===== src/rtl/extirq_pkg.sv =====
package extirq_pkg;
   typedef enum logic [1:0] {
      TRIG_LVL_LO   = 2'd0,
      TRIG_EDGE_FALL = 2'd1,
      TRIG_LVL_HI   = 2'd2,
      TRIG_EDGE_RISE = 2'd3
   } trig_e;

   localparam int TRIG_W = 2;

   // offsets of the two register maps
   localparam int MAP0_CTRL = 'h00;
   localparam int MAP0_PEND = 'h04;
   localparam int MAP0_EN   = 'h08;
   localparam int MAP1_CTRL = 'h0C;
   localparam int MAP1_PEND = 'h10;
   localparam int MAP1_EN   = 'h40;
endpackage


===== src/rtl/extirq_sync.sv =====
module extirq_sync #(
   parameter int   STAGES  = 2,
   parameter logic RST_VAL = 1'b1
) (
   input  logic clk,
   input  logic rst_n,
   input  logic din,
   output logic dout
);
   logic [STAGES-1:0] chain;

   for (genvar s = 0; s < STAGES; s++) begin : g_stage
      if (s == 0) begin : g_first
         always_ff @(posedge clk or negedge rst_n) begin
            if (!rst_n) chain[0] <= RST_VAL;
            else        chain[0] <= din;
         end
      end else begin : g_next
         always_ff @(posedge clk or negedge rst_n) begin
            if (!rst_n) chain[s] <= RST_VAL;
            else        chain[s] <= chain[s-1];
         end
      end
   end

   assign dout = chain[STAGES-1];
endmodule


===== src/rtl/extirq_detect.sv =====
module extirq_detect
   import extirq_pkg::*;
#(
   parameter logic RST_VAL = 1'b1
) (
   input  logic  clk,
   input  logic  rst_n,
   input  trig_e mode,
   input  logic  lvl,
   output logic  prev,
   output logic  evt
);
   always_ff @(posedge clk or negedge rst_n) begin
      if (!rst_n) prev <= RST_VAL;
      else        prev <= lvl;
   end

   always_comb begin
      unique case (mode)
         TRIG_LVL_LO:    evt = ~lvl;
         TRIG_EDGE_FALL: evt = prev & ~lvl;
         TRIG_LVL_HI:    evt = lvl;
         TRIG_EDGE_RISE: evt = ~prev & lvl;
         default:        evt = 1'b0;
      endcase
   end
endmodule


===== src/rtl/extirq_regs.sv =====
module extirq_regs
   import extirq_pkg::*;
#(
   parameter int ADDR_W  = 8,
   parameter int DATA_W  = 32,
   parameter bit ALT_MAP = 1'b0
) (
   input  logic              clk,
   input  logic              rst_n,
   input  logic              bus_sel,
   input  logic              bus_we,
   input  logic [ADDR_W-1:0] bus_addr,
   input  logic [DATA_W-1:0] bus_wdata,
   output logic [DATA_W-1:0] bus_rdata,
   input  logic              evt,
   output trig_e             mode,
   output logic              pend,
   output logic              en,
   output logic              clr_hit
);
   localparam int PAD_W = DATA_W - TRIG_W;

   logic [ADDR_W-1:0] off_ctrl, off_pend, off_en;

   if (ALT_MAP) begin : g_map_alt
      assign off_ctrl = ADDR_W'(MAP1_CTRL);
      assign off_pend = ADDR_W'(MAP1_PEND);
      assign off_en   = ADDR_W'(MAP1_EN);
   end else begin : g_map_base
      assign off_ctrl = ADDR_W'(MAP0_CTRL);
      assign off_pend = ADDR_W'(MAP0_PEND);
      assign off_en   = ADDR_W'(MAP0_EN);
   end

   logic hit_ctrl, hit_pend, hit_en, wr, rd;
   assign hit_ctrl = (bus_addr == off_ctrl);
   assign hit_pend = (bus_addr == off_pend);
   assign hit_en   = (bus_addr == off_en);
   assign wr       = bus_sel &  bus_we;
   assign rd       = bus_sel & ~bus_we;
   assign clr_hit  = wr & hit_pend & bus_wdata[0];

   always_ff @(posedge clk or negedge rst_n) begin
      if (!rst_n) begin
         mode <= TRIG_LVL_LO;
         en   <= 1'b0;
      end else begin
         if (wr && hit_ctrl) mode <= trig_e'(bus_wdata[TRIG_W-1:0]);
         if (wr && hit_en)   en   <= bus_wdata[0];
      end
   end

   // a new event outranks a clear in the same cycle
   always_ff @(posedge clk or negedge rst_n) begin
      if (!rst_n) pend <= 1'b0;
      else        pend <= evt | (pend & ~clr_hit);
   end

   always_comb begin
      bus_rdata = '0;
      if (rd) begin
         if (hit_ctrl)      bus_rdata = {{PAD_W{1'b0}}, mode};
         else if (hit_pend) bus_rdata = {{(DATA_W-1){1'b0}}, pend};
         else if (hit_en)   bus_rdata = {{(DATA_W-1){1'b0}}, en};
      end
   end
endmodule


===== src/rtl/ext_irq_ctrl.sv =====
module ext_irq_ctrl
   import extirq_pkg::*;
#(
   parameter int   ADDR_W      = 8,
   parameter int   DATA_W      = 32,
   parameter bit   ALT_MAP     = 1'b0,
   parameter int   SYNC_STAGES = 2,
   parameter logic PIN_IDLE    = 1'b1
) (
   input  logic              clk,
   input  logic              rst_n,
   input  logic              pin_in,
   input  logic              bus_sel,
   input  logic              bus_we,
   input  logic [ADDR_W-1:0] bus_addr,
   input  logic [DATA_W-1:0] bus_wdata,
   output logic [DATA_W-1:0] bus_rdata,
   output logic              irq_o
);
   localparam int MAX_OFF = ALT_MAP ? MAP1_EN : MAP0_EN;

   if (SYNC_STAGES < 2) begin : g_bad_sync
      $error("ext_irq_ctrl: SYNC_STAGES must be at least 2");
   end
   if ((1 << ADDR_W) <= MAX_OFF) begin : g_bad_addr
      $error("ext_irq_ctrl: ADDR_W too narrow for the selected map");
   end
   if (DATA_W < TRIG_W) begin : g_bad_data
      $error("ext_irq_ctrl: DATA_W narrower than the trigger field");
   end

   logic  lvl_s, lvl_prev, evt, pend_q, en_q, clr_hit, irq_q;
   trig_e mode_q;

   extirq_sync #(.STAGES(SYNC_STAGES), .RST_VAL(PIN_IDLE)) u_sync (
      .clk  (clk),
      .rst_n(rst_n),
      .din  (pin_in),
      .dout (lvl_s)
   );

   extirq_detect #(.RST_VAL(PIN_IDLE)) u_det (
      .clk  (clk),
      .rst_n(rst_n),
      .mode (mode_q),
      .lvl  (lvl_s),
      .prev (lvl_prev),
      .evt  (evt)
   );

   extirq_regs #(.ADDR_W(ADDR_W), .DATA_W(DATA_W), .ALT_MAP(ALT_MAP)) u_regs (
      .clk      (clk),
      .rst_n    (rst_n),
      .bus_sel  (bus_sel),
      .bus_we   (bus_we),
      .bus_addr (bus_addr),
      .bus_wdata(bus_wdata),
      .bus_rdata(bus_rdata),
      .evt      (evt),
      .mode     (mode_q),
      .pend     (pend_q),
      .en       (en_q),
      .clr_hit  (clr_hit)
   );

   always_ff @(posedge clk or negedge rst_n) begin
      if (!rst_n) irq_q <= 1'b0;
      else        irq_q <= pend_q & en_q;
   end

   assign irq_o = irq_q;
endmodule


===== config.mk =====
export PLATFORM = sky130hd
export DESIGN_NAME = ext_irq_ctrl
export DESIGN_NICKNAME = d
export VERILOG_FILES = /design/src/rtl/extirq_pkg.sv /design/src/rtl/extirq_sync.sv /design/src/rtl/extirq_detect.sv /design/src/rtl/extirq_regs.sv /design/src/rtl/ext_irq_ctrl.sv
export SDC_FILE = /design/constraint.sdc
export NUM_CORES = 1
export LEC_CHECK = 0
export BUFFER_PORTS_ARGS = -buffer_cell sky130_fd_sc_hd__buf_2
export CORE_ASPECT_RATIO = 1.5
export CORE_MARGIN = 1.5
export CORE_UTILIZATION = 30
export CTS_BUF_LIST = sky130_fd_sc_hd__clkbuf_2 sky130_fd_sc_hd__clkbuf_4 sky130_fd_sc_hd__clkbuf_8
export CTS_CLUSTER_SIZE = 8
export DETAILED_ROUTE_END_ITERATION = 8
export GPL_ROUTABILITY_DRIVEN = 0
export HOLD_SLACK_MARGIN = 0.02
export PLACE_DENSITY = 0.72
export SETUP_SLACK_MARGIN = 0.4
export SKIP_CTS_REPAIR_TIMING = 1
export SLEW_MARGIN = 20
export SYNTH_ARGS = -nofsm -noshare
export SYNTH_HDL_FRONTEND = slang
export SYNTH_HIERARCHICAL = 1
export SYNTH_SLANG_ARGS = --single-unit

===== constraint.sdc =====
create_clock -name clk -period 1.1 [get_ports clk]
set_input_delay 0.055 -clock clk [delete_from_list [all_inputs] [get_ports clk]]
set_output_delay 0.055 -clock clk [all_outputs]
set_load 0.005 [all_outputs]

==> results.cfg, run 1 <==
[detailed_routing]
ant_nets = 0
drt-initial-drc-count = 2
vias = 446
finalWirelength_um = 1090
remaining_drc_errors = 0
drtPass1Iterations = 3
wl_per_cell_um = 9.71
vias_per_cell = 3.98

[timing]
fmax_ghz = 0.843
hold_viol = 0
min_period_over_period = 1.08
fin_skew_ns = 0.000411
rsz0062_at_grt = true
setup_slack_ns = -0.0859
drv_slew = 0
setup_viol = 2
finalCriticalPeriod_ns = 1.19
holdWs_ns = 0.0417
fin_tns_setup_ns = -0.104

[pwr]
leakagePower_nw = 0.419
ir_drop_uv = 586
power_density_nw_per_um2 = 903
p_total_mw = 0.705

[die]
ios = 78
start_util = 0.315
die_width_um = 40.7
die_area_um2 = 2420
core_um2 = 2030
rows = 20
die_h_um = 59.5

[synth]
yosys_warnings = 6
synth_seq_area_share = 0.319
ys_seq_elements = 8
synth_area_per_cell_um2 = 9.84
synth_compound_area_frac = 0.0294
synth_xor_area_frac = 0.0274
synth_fa_ha_area_frac = 0
synth.area.mux_share = 0.0528
synth_cell_types = 24
synth_top_family_by_area = buffers and inverters
synthesis.area_um2 = 639
synthSimpleGateAreaFrac = 0.202
syn_inst = 65

[place]
place.port_buffers = 17
dp_hpwl_um = 887
post-place-cells = 104
place_ws_ns = -0.103

[final_layout]
nFillCells = 204
mostFrequentLayoutCell = conb_1
nets = 136
antennaDiodeCount = 0
area_growth_pct = 22.1
final_cells = 112
layout-drive-gt1-share = 0.411
layout_common_cells = conb_1 (30), buf_2 (15), dfrtp_1 (5), clkbuf_4 (4)

[critical_path]
crit_fanout = 3
worst_setup_path_end_kind = output pin
critical_path_class = reg -> out
crit_required_ns = 1.04
crit_arrival_ns = 1.13
setup.worst_path.start_class = flip-flop

[run_status]
status = finished, violations left
violations = setup timing

[grt]
antenna_found_initial = 0
grt_usage = 0.0873
grt_overflow = 0
grt_pass1_vias = 355
grt_max_degree = 9
grt_pass1_wl_um = 1330

[cts]
numClockSinks = 8
clkTransAtPathRegs_ns = 0.05
clock_path_buffers = 2
cts_tree = built
clkLatencyLatePin_ns = 0.25
cts.htree.levels = 1
cts_made_buffers = 3
cts_root_buffer = clkbuf_4

[run]
maxCapViolCount = 0

[worst_hold_path]
hp-class = in -> reg
==> layer usage <==
metal	track usage	routed length (um)	vias up
li1	-	-	209
met4	0.0714	18	0
met1	0.0592	338	200
met2	0.168	616	35
met5	0	0	-
met3	0.0226	114	2
==> final timing paths <==
kind | slack [ns] | depth (start not counted) | startpoint | end
setup reg to reg | 0.08 | 3 | u_sync/dout | u_regs/pend
min in group asynchronous | 0.17 | 2 | rst_n | u_regs/mode[0]
hold / removal | 0.04 | 2 | bus_wdata[1] | u_regs/mode[1]
hold reg to reg | 0.36 | 0 | u_sync/chain[0] | u_sync/dout
max in group asynchronous | 0.70 | 2 | rst_n | u_sync/dout
setup / recovery | -0.09 | 4 | u_regs/pend | bus_rdata[0]
==> critical path, stage by stage (launching register included) <==
cell	delay, ns
dfrtp_1	0.36
nor2b_1	0.05
o22ai_1	0.13
nor4b_2	0.20
buf_2	0.15
==> per-stage QoR <==
step / util / instance area (um2)
after floorplan: - / 778
after global placement: 0.332 / 673
after detailed placement: 0.332 / 673
after CTS: 0.347 / 703
after global routing: 0.385 / 781
final: 0.385 / 781
==> Yosys cell counts, drive strengths merged <==
cell    instances  area (um2)
and2            1        6.26
nor4            2        25.0
nor2            1        3.75
nand4           1        6.26
buf            30         225
o21bai          1        7.51
and4b           1        10.0
mux2            3        33.8
dfstp           3        78.8
nand2           2        7.51
conb            1        3.75
nor2b           2        12.5
xnor2           1        8.76
xor2            1        8.76
nand3           1        5.00
and3            1        6.26
nor4bb          1        10.0
nor3b           1        18.8
and3b           1        8.76
inv             2        7.51
nor4b           1        8.76
a21oi           1        5.00
dfrtp           5         125
o22ai           1        6.26
==> registers in the layout, summed over array words and instances, names as in the netlist <==
| signal | flops |
|---|---|
| u_regs/mode | 2 |
| irq_o | 1 |
| u_det/prev | 1 |
| u_regs/en | 1 |
| u_regs/pend | 1 |
| u_sync/chain | 1 |
| u_sync/dout | 1 |
==> final cells by class <==
class | count | area (um2) | share of cell area
Clock buffer | 4 | 30.0 | 0.0385
Sequential cell | 8 | 204 | 0.261
Inverter | 2 | 7.51 | 0.00962
Tap cell | 22 | 27.5 | 0.0353
Timing Repair Buffer | 22 | 148 | 0.189
Multi-Input combinational cell | 54 | 364 | 0.466
==> report_power, final <==
group	leakage [nW]	switching, mW	internal [mW]
clock	0.0184	0.101	0.163
combinational	0.305	0.0692	0.0567
sequential	0.0958	0.00595	0.309
==> kinds of logic after synthesis <==
| family | Yosys count |
|---|---|
| buffers and inverters | 32 |
| and+or+nand+nor | 16 |
| DFF | 8 |
| AOI/OAI and AO/OA | 3 |
| muxes | 3 |
| xor gates and xnor gates | 2 |
| other | 1 |
Note: power is estimated with default switching activity, not from simulation.
==> run 2, diff against run 1 <==
- CORE_ASPECT_RATIO: 1.5 -> not set
==> results.cfg, run 2 (synthesis results as in run 1) <==
[critical_path]
crit_buf_inv = 2
critical_path_class = reg -> out
worst_setup_path_end_kind = output pin
crit_arrival_ns = 1.15
rrSetupSlack_ns = 0.13
worstSetupStartpoint = u_regs/en
worstReg2RegStart = u_det/prev
timing.rr.end = u_regs/pend
crit_fanout = 3
path_depth = 4
cpMaxStageDelayCell = dfrtp_1
slowest_delay_ns = 0.36
crit_family = flip-flops
path_cells = inv_1 > o22ai_1 > nor4b_4 > buf_2
rr_worst_depth = 3
crit_required_ns = 1.04
setup.worst_path.start_class = flip-flop
cp-endpoint = bus_rdata[0]

[timing]
holdWs_ns = 0.0438
drv_slew = 0
setup_slack_ns = -0.108
finalCriticalPeriod_ns = 1.21
fin_skew_ns = 0.0124
rsz0062_at_grt = true
hold_viol = 0
setup_viol = 1
min_period_over_period = 1.10
fmax_ghz = 0.828

[grt]
grt_overflow = 0
grt_pass1_vias = 341
antenna_found_initial = 0
grt_usage = 0.0758
grt_pass1_wl_um = 1360
grt_max_degree = 9

[detailed_routing]
wl_per_cell_um = 9.01
ant_nets = 0
finalWirelength_um = 1050
drtPass1Iterations = 2
remaining_drc_errors = 0
drt-initial-drc-count = 6
vias = 442
vias_per_cell = 3.81

[cts]
cts_root_buffer = clkbuf_4
clock_path_buffers = 2
cts.htree.levels = 1
cts_made_buffers = 3
numClockSinks = 8
clkTransAtPathRegs_ns = 0.06
cts_tree = built
clkLatencyLatePin_ns = 0.26

[run]
maxCapViolCount = 0

[place]
place_ws_ns = -0.00307
place.port_buffers = 17
post-place-cells = 109
dp_hpwl_um = 750

[die]
core_um2 = 1980
die_area_um2 = 2420
die_h_um = 49.2
start_util = 0.323
die_width_um = 49.2
ios = 78
rows = 16

[run_status]
status = finished, violations left
violations = setup timing

[final_layout]
mostFrequentLayoutCell = conb_1
antennaDiodeCount = 0
layout-drive-gt1-share = 0.393
nets = 135
largest_reg_flops = 2
final_cells = 116
area_growth_pct = 25.2
utilization = 0.404
regMostFlops = u_regs/mode
layout_common_cells = conb_1 (30), buf_2 (13), buf_6 (5), dfrtp_1 (5), clkbuf_4 (4)

[pwr]
leakagePower_nw = 0.431
power_density_nw_per_um2 = 888
ir_drop_uv = 580

[worst_hold_path]
hp-class = in -> reg
run 2: worst reg2reg max path, delay by kind of cell (launching register included):
kind / cells / cell delay, ns
DFF: 1 / 0.54
AOI/OAI and AO/OA: 2 / 0.22
xor gates and xnor gates: 1 / 0.11
run 2: cell type report:
| class | count | area [um2] |
|---|---|---|
| Clock buffer | 4 | 30.0 |
| Tap cell | 27 | 33.8 |
| Fill cell | 195 | 1180 |
| Timing Repair Buffer | 21 | 149 |
| Sequential cell | 8 | 204 |
| Multi-Input combinational cell | 54 | 377 |
| Inverter | 2 | 7.51 |
run 2: per-stage QoR:
stage | setup TNS [ns] | instance area [um2] | total power [mW]
3_5_place_dp | -0.00307 | 679 | 0.419
3_3_place_gp | 0 | 679 | 0.417
4_1_cts | -0.176 | 709 | 0.694
6_report | -0.108 | 801 | 0.711
5_1_grt | -0.220 | 801 | 0.757
2_1_floorplan | 0 | 778 | 0.443
run 2: routing by layer:
layer  track usage  vias to the layer above  part of all wire
met5             0                        -                 0
met4        0.0429                        0                 0
met3        0.0368                        0             0.088
met2         0.122                       30              0.53
met1        0.0805                      209              0.38
li1              -                      203                 -
run 2: worst min-delay path by stage:
stage,from,endpoint,cells past startpoint,slack (ns)
after floorplan,rst_n,irq_o,0,-0.24
after global placement,rst_n,u_regs/mode[1],1,-0.1
after detailed placement,rst_n,u_regs/mode[1],1,-0.1
after CTS,rst_n,irq_o,1,-0.38
after global routing,bus_wdata[1],u_regs/mode[1],2,0.04
final,bus_wdata[1],u_regs/mode[1],2,0.04
run 2: report_power, final:
part           internal, mW  switching [mW]
clock                 0.164           0.104
sequential            0.309         0.00587
combinational        0.0589          0.0702
==> run 3, diff against run 2 <==
- PLACE_DENSITY: 0.72 -> 0.73
- SKIP_LAST_GASP: not set -> 1
- SYNTH_HIERARCHICAL: 1 -> not set
==> results.cfg, run 3 <==
[run_status]
status = finished, violations left
violations = setup timing

[detailed_routing]
drt-initial-drc-count = 3
vias = 431
wl_per_cell_um = 8.08
ant_nets = 0
remaining_drc_errors = 0
finalWirelength_um = 953
drtPass1Iterations = 3
vias_per_cell = 3.65

[synth]
yosysTopAreaCell = buf_4
ys_seq_elements = 8
synth_seq_area_share = 0.332
synth_top_area_frac = 0.367
syn_inst = 65
synth_cell_types = 22
synth_enable_flop_cells = 0
synthesis.area_um2 = 614
synth_ff_type = dfrtp_1
synthTopCellsByArea = buf_4 (37%), dfrtp_1 (20%), dfstp_2 (13%), mux2_2 (5.5%), nor3_1 (2.4%)
synth_most_common_cell = buf_4
synthTopCellsByCount = buf_4 (30), dfrtp_1 (5), dfstp_2 (3), mux2_2 (3), nor3_1 (3)
synth_area_per_cell_um2 = 9.45
yosys_warnings = 0
synthArstFlopShare = 1.00

[critical_path]
critical_path_class = in -> out
crit_arrival_ns = 1.48
rr_worst_depth = 3
slowest_delay_ns = 0.52
path_cells = buf_6 > or4_4 > or3b_4 > nor4bb_2 > buf_2
setup.worst_path.start_class = input pin
crit_fanout = 2
cpMaxStageDelayCell = or4_4
crit_required_ns = 1.04
worst_setup_path_end_kind = output pin
rrSetupSlack_ns = 0.12

[grt]
grt_overflow = 0
grt_max_degree = 9
grt_pass1_wl_um = 1510
grt_pass1_vias = 385
antenna_found_initial = 0
grt_usage = 0.0951

[final_layout]
largest_reg_flops = 2
utilization = 0.392
nFillCells = 205
layout_common_cells = conb_1 (30), buf_2 (16), dfrtp_1 (5), clkbuf_4 (4)
layout-drive-gt1-share = 0.429
area_growth_pct = 24.0
regMostFlops = u_regs.mode
antennaDiodeCount = 0
nets = 137
mostFrequentLayoutCell = conb_1

[die]
die_area_um2 = 2330
core_um2 = 1940
die_width_um = 48.3
ios = 78
die_h_um = 48.3
start_util = 0.316
rows = 16

[timing]
setup_viol = 6
setup_slack_ns = -0.434
hold_viol = 0
rsz0062_at_grt = true
fmax_ghz = 0.652
drv_slew = 0
finalCriticalPeriod_ns = 1.53
fin_tns_setup_ns = -1.41
min_period_over_period = 1.39
fin_skew_ns = 0.0114

[run]
maxCapViolCount = 0

[cts]
clkLatencyLatePin_ns = 0.26
cts.htree.levels = 1
cts_tree = built
cts_made_buffers = 3
clkTransAtPathRegs_ns = 0.05
clock_path_buffers = 2
numClockSinks = 8
cts_root_buffer = clkbuf_4

[worst_hold_path]
holdPathStages = 2
hp-class = in -> reg

[pwr]
ir_drop_uv = 749
leakagePower_nw = 0.400
power_density_nw_per_um2 = 904
p_total_mw = 0.689

[place]
place.port_buffers = 17
dp_hpwl_um = 767
[run 3: path summary, 6_finish.rpt]
kind | startpoint | endpoint
min | bus_wdata[1] | u_regs.mode[1]
max in group asynchronous | rst_n | u_sync.dout
min reg2reg | u_sync.chain[0] | u_sync.dout
min in group asynchronous | rst_n | u_regs.en
max reg2reg | u_sync.dout | u_regs.pend
max | bus_addr[7] | bus_rdata[0]
[run 3: power by group]
| part | internal (mW) | switching [mW] | leakage (nW) |
|---|---|---|---|
| clock | 0.164 | 0.102 | 0.0184 |
| combinational | 0.0488 | 0.0598 | 0.285 |
| sequential | 0.309 | 0.00577 | 0.0958 |
| total | 0.521 | 0.168 | 0.400 |
[run 3: layer usage]
metal | up-vias | wire length [um] | GRT usage
met3 | 2 | 73 | 0.0222
met2 | 29 | 509 | 0.166
li1 | 206 | - | -
met1 | 194 | 360 | 0.100
met5 | - | 0 | 0
met4 | 0 | 10 | 0.0649
[run 3: cell type report]
| cell class | instances | area [um2] | area share |
|---|---|---|---|
| Clock buffer | 4 | 30.0 | 0.0394 |
| Inverter | 2 | 7.51 | 0.00985 |
| Multi-Input combinational cell | 54 | 342 | 0.448 |
| Sequential cell | 8 | 204 | 0.268 |
| Tap cell | 27 | 33.8 | 0.0443 |
| Timing Repair Buffer | 23 | 145 | 0.190 |
[run 3: through the flow]
stage                     instances  hold slack, ns  cell area, um2  worst slack [ns]
after floorplan                  94          -0.241             741            -0.220
after global placement          111          -0.103             657            -0.437
after detailed placement        111         -0.0983             657            -0.455
after CTS                       115          -0.384             687            -0.444
after global routing            118          0.0409             762            -0.489
final                           118          0.0415             762            -0.434
[run 3: cell families after synthesis]
| logic type | share of synthesized area |
|---|---|
| buf+inv | 0.379 |
| simple gates | 0.169 |
| flops | 0.332 |
| compound gates | 0.0306 |
| mux | 0.0550 |
| xor+xnor | 0.0285 |
| other cells | 0.00610 |
[run 3: worst max-delay path, delay by kind of cell]
family        cells  cell delay (ns)
buf+inv           2             0.24
simple gates      3             1.18
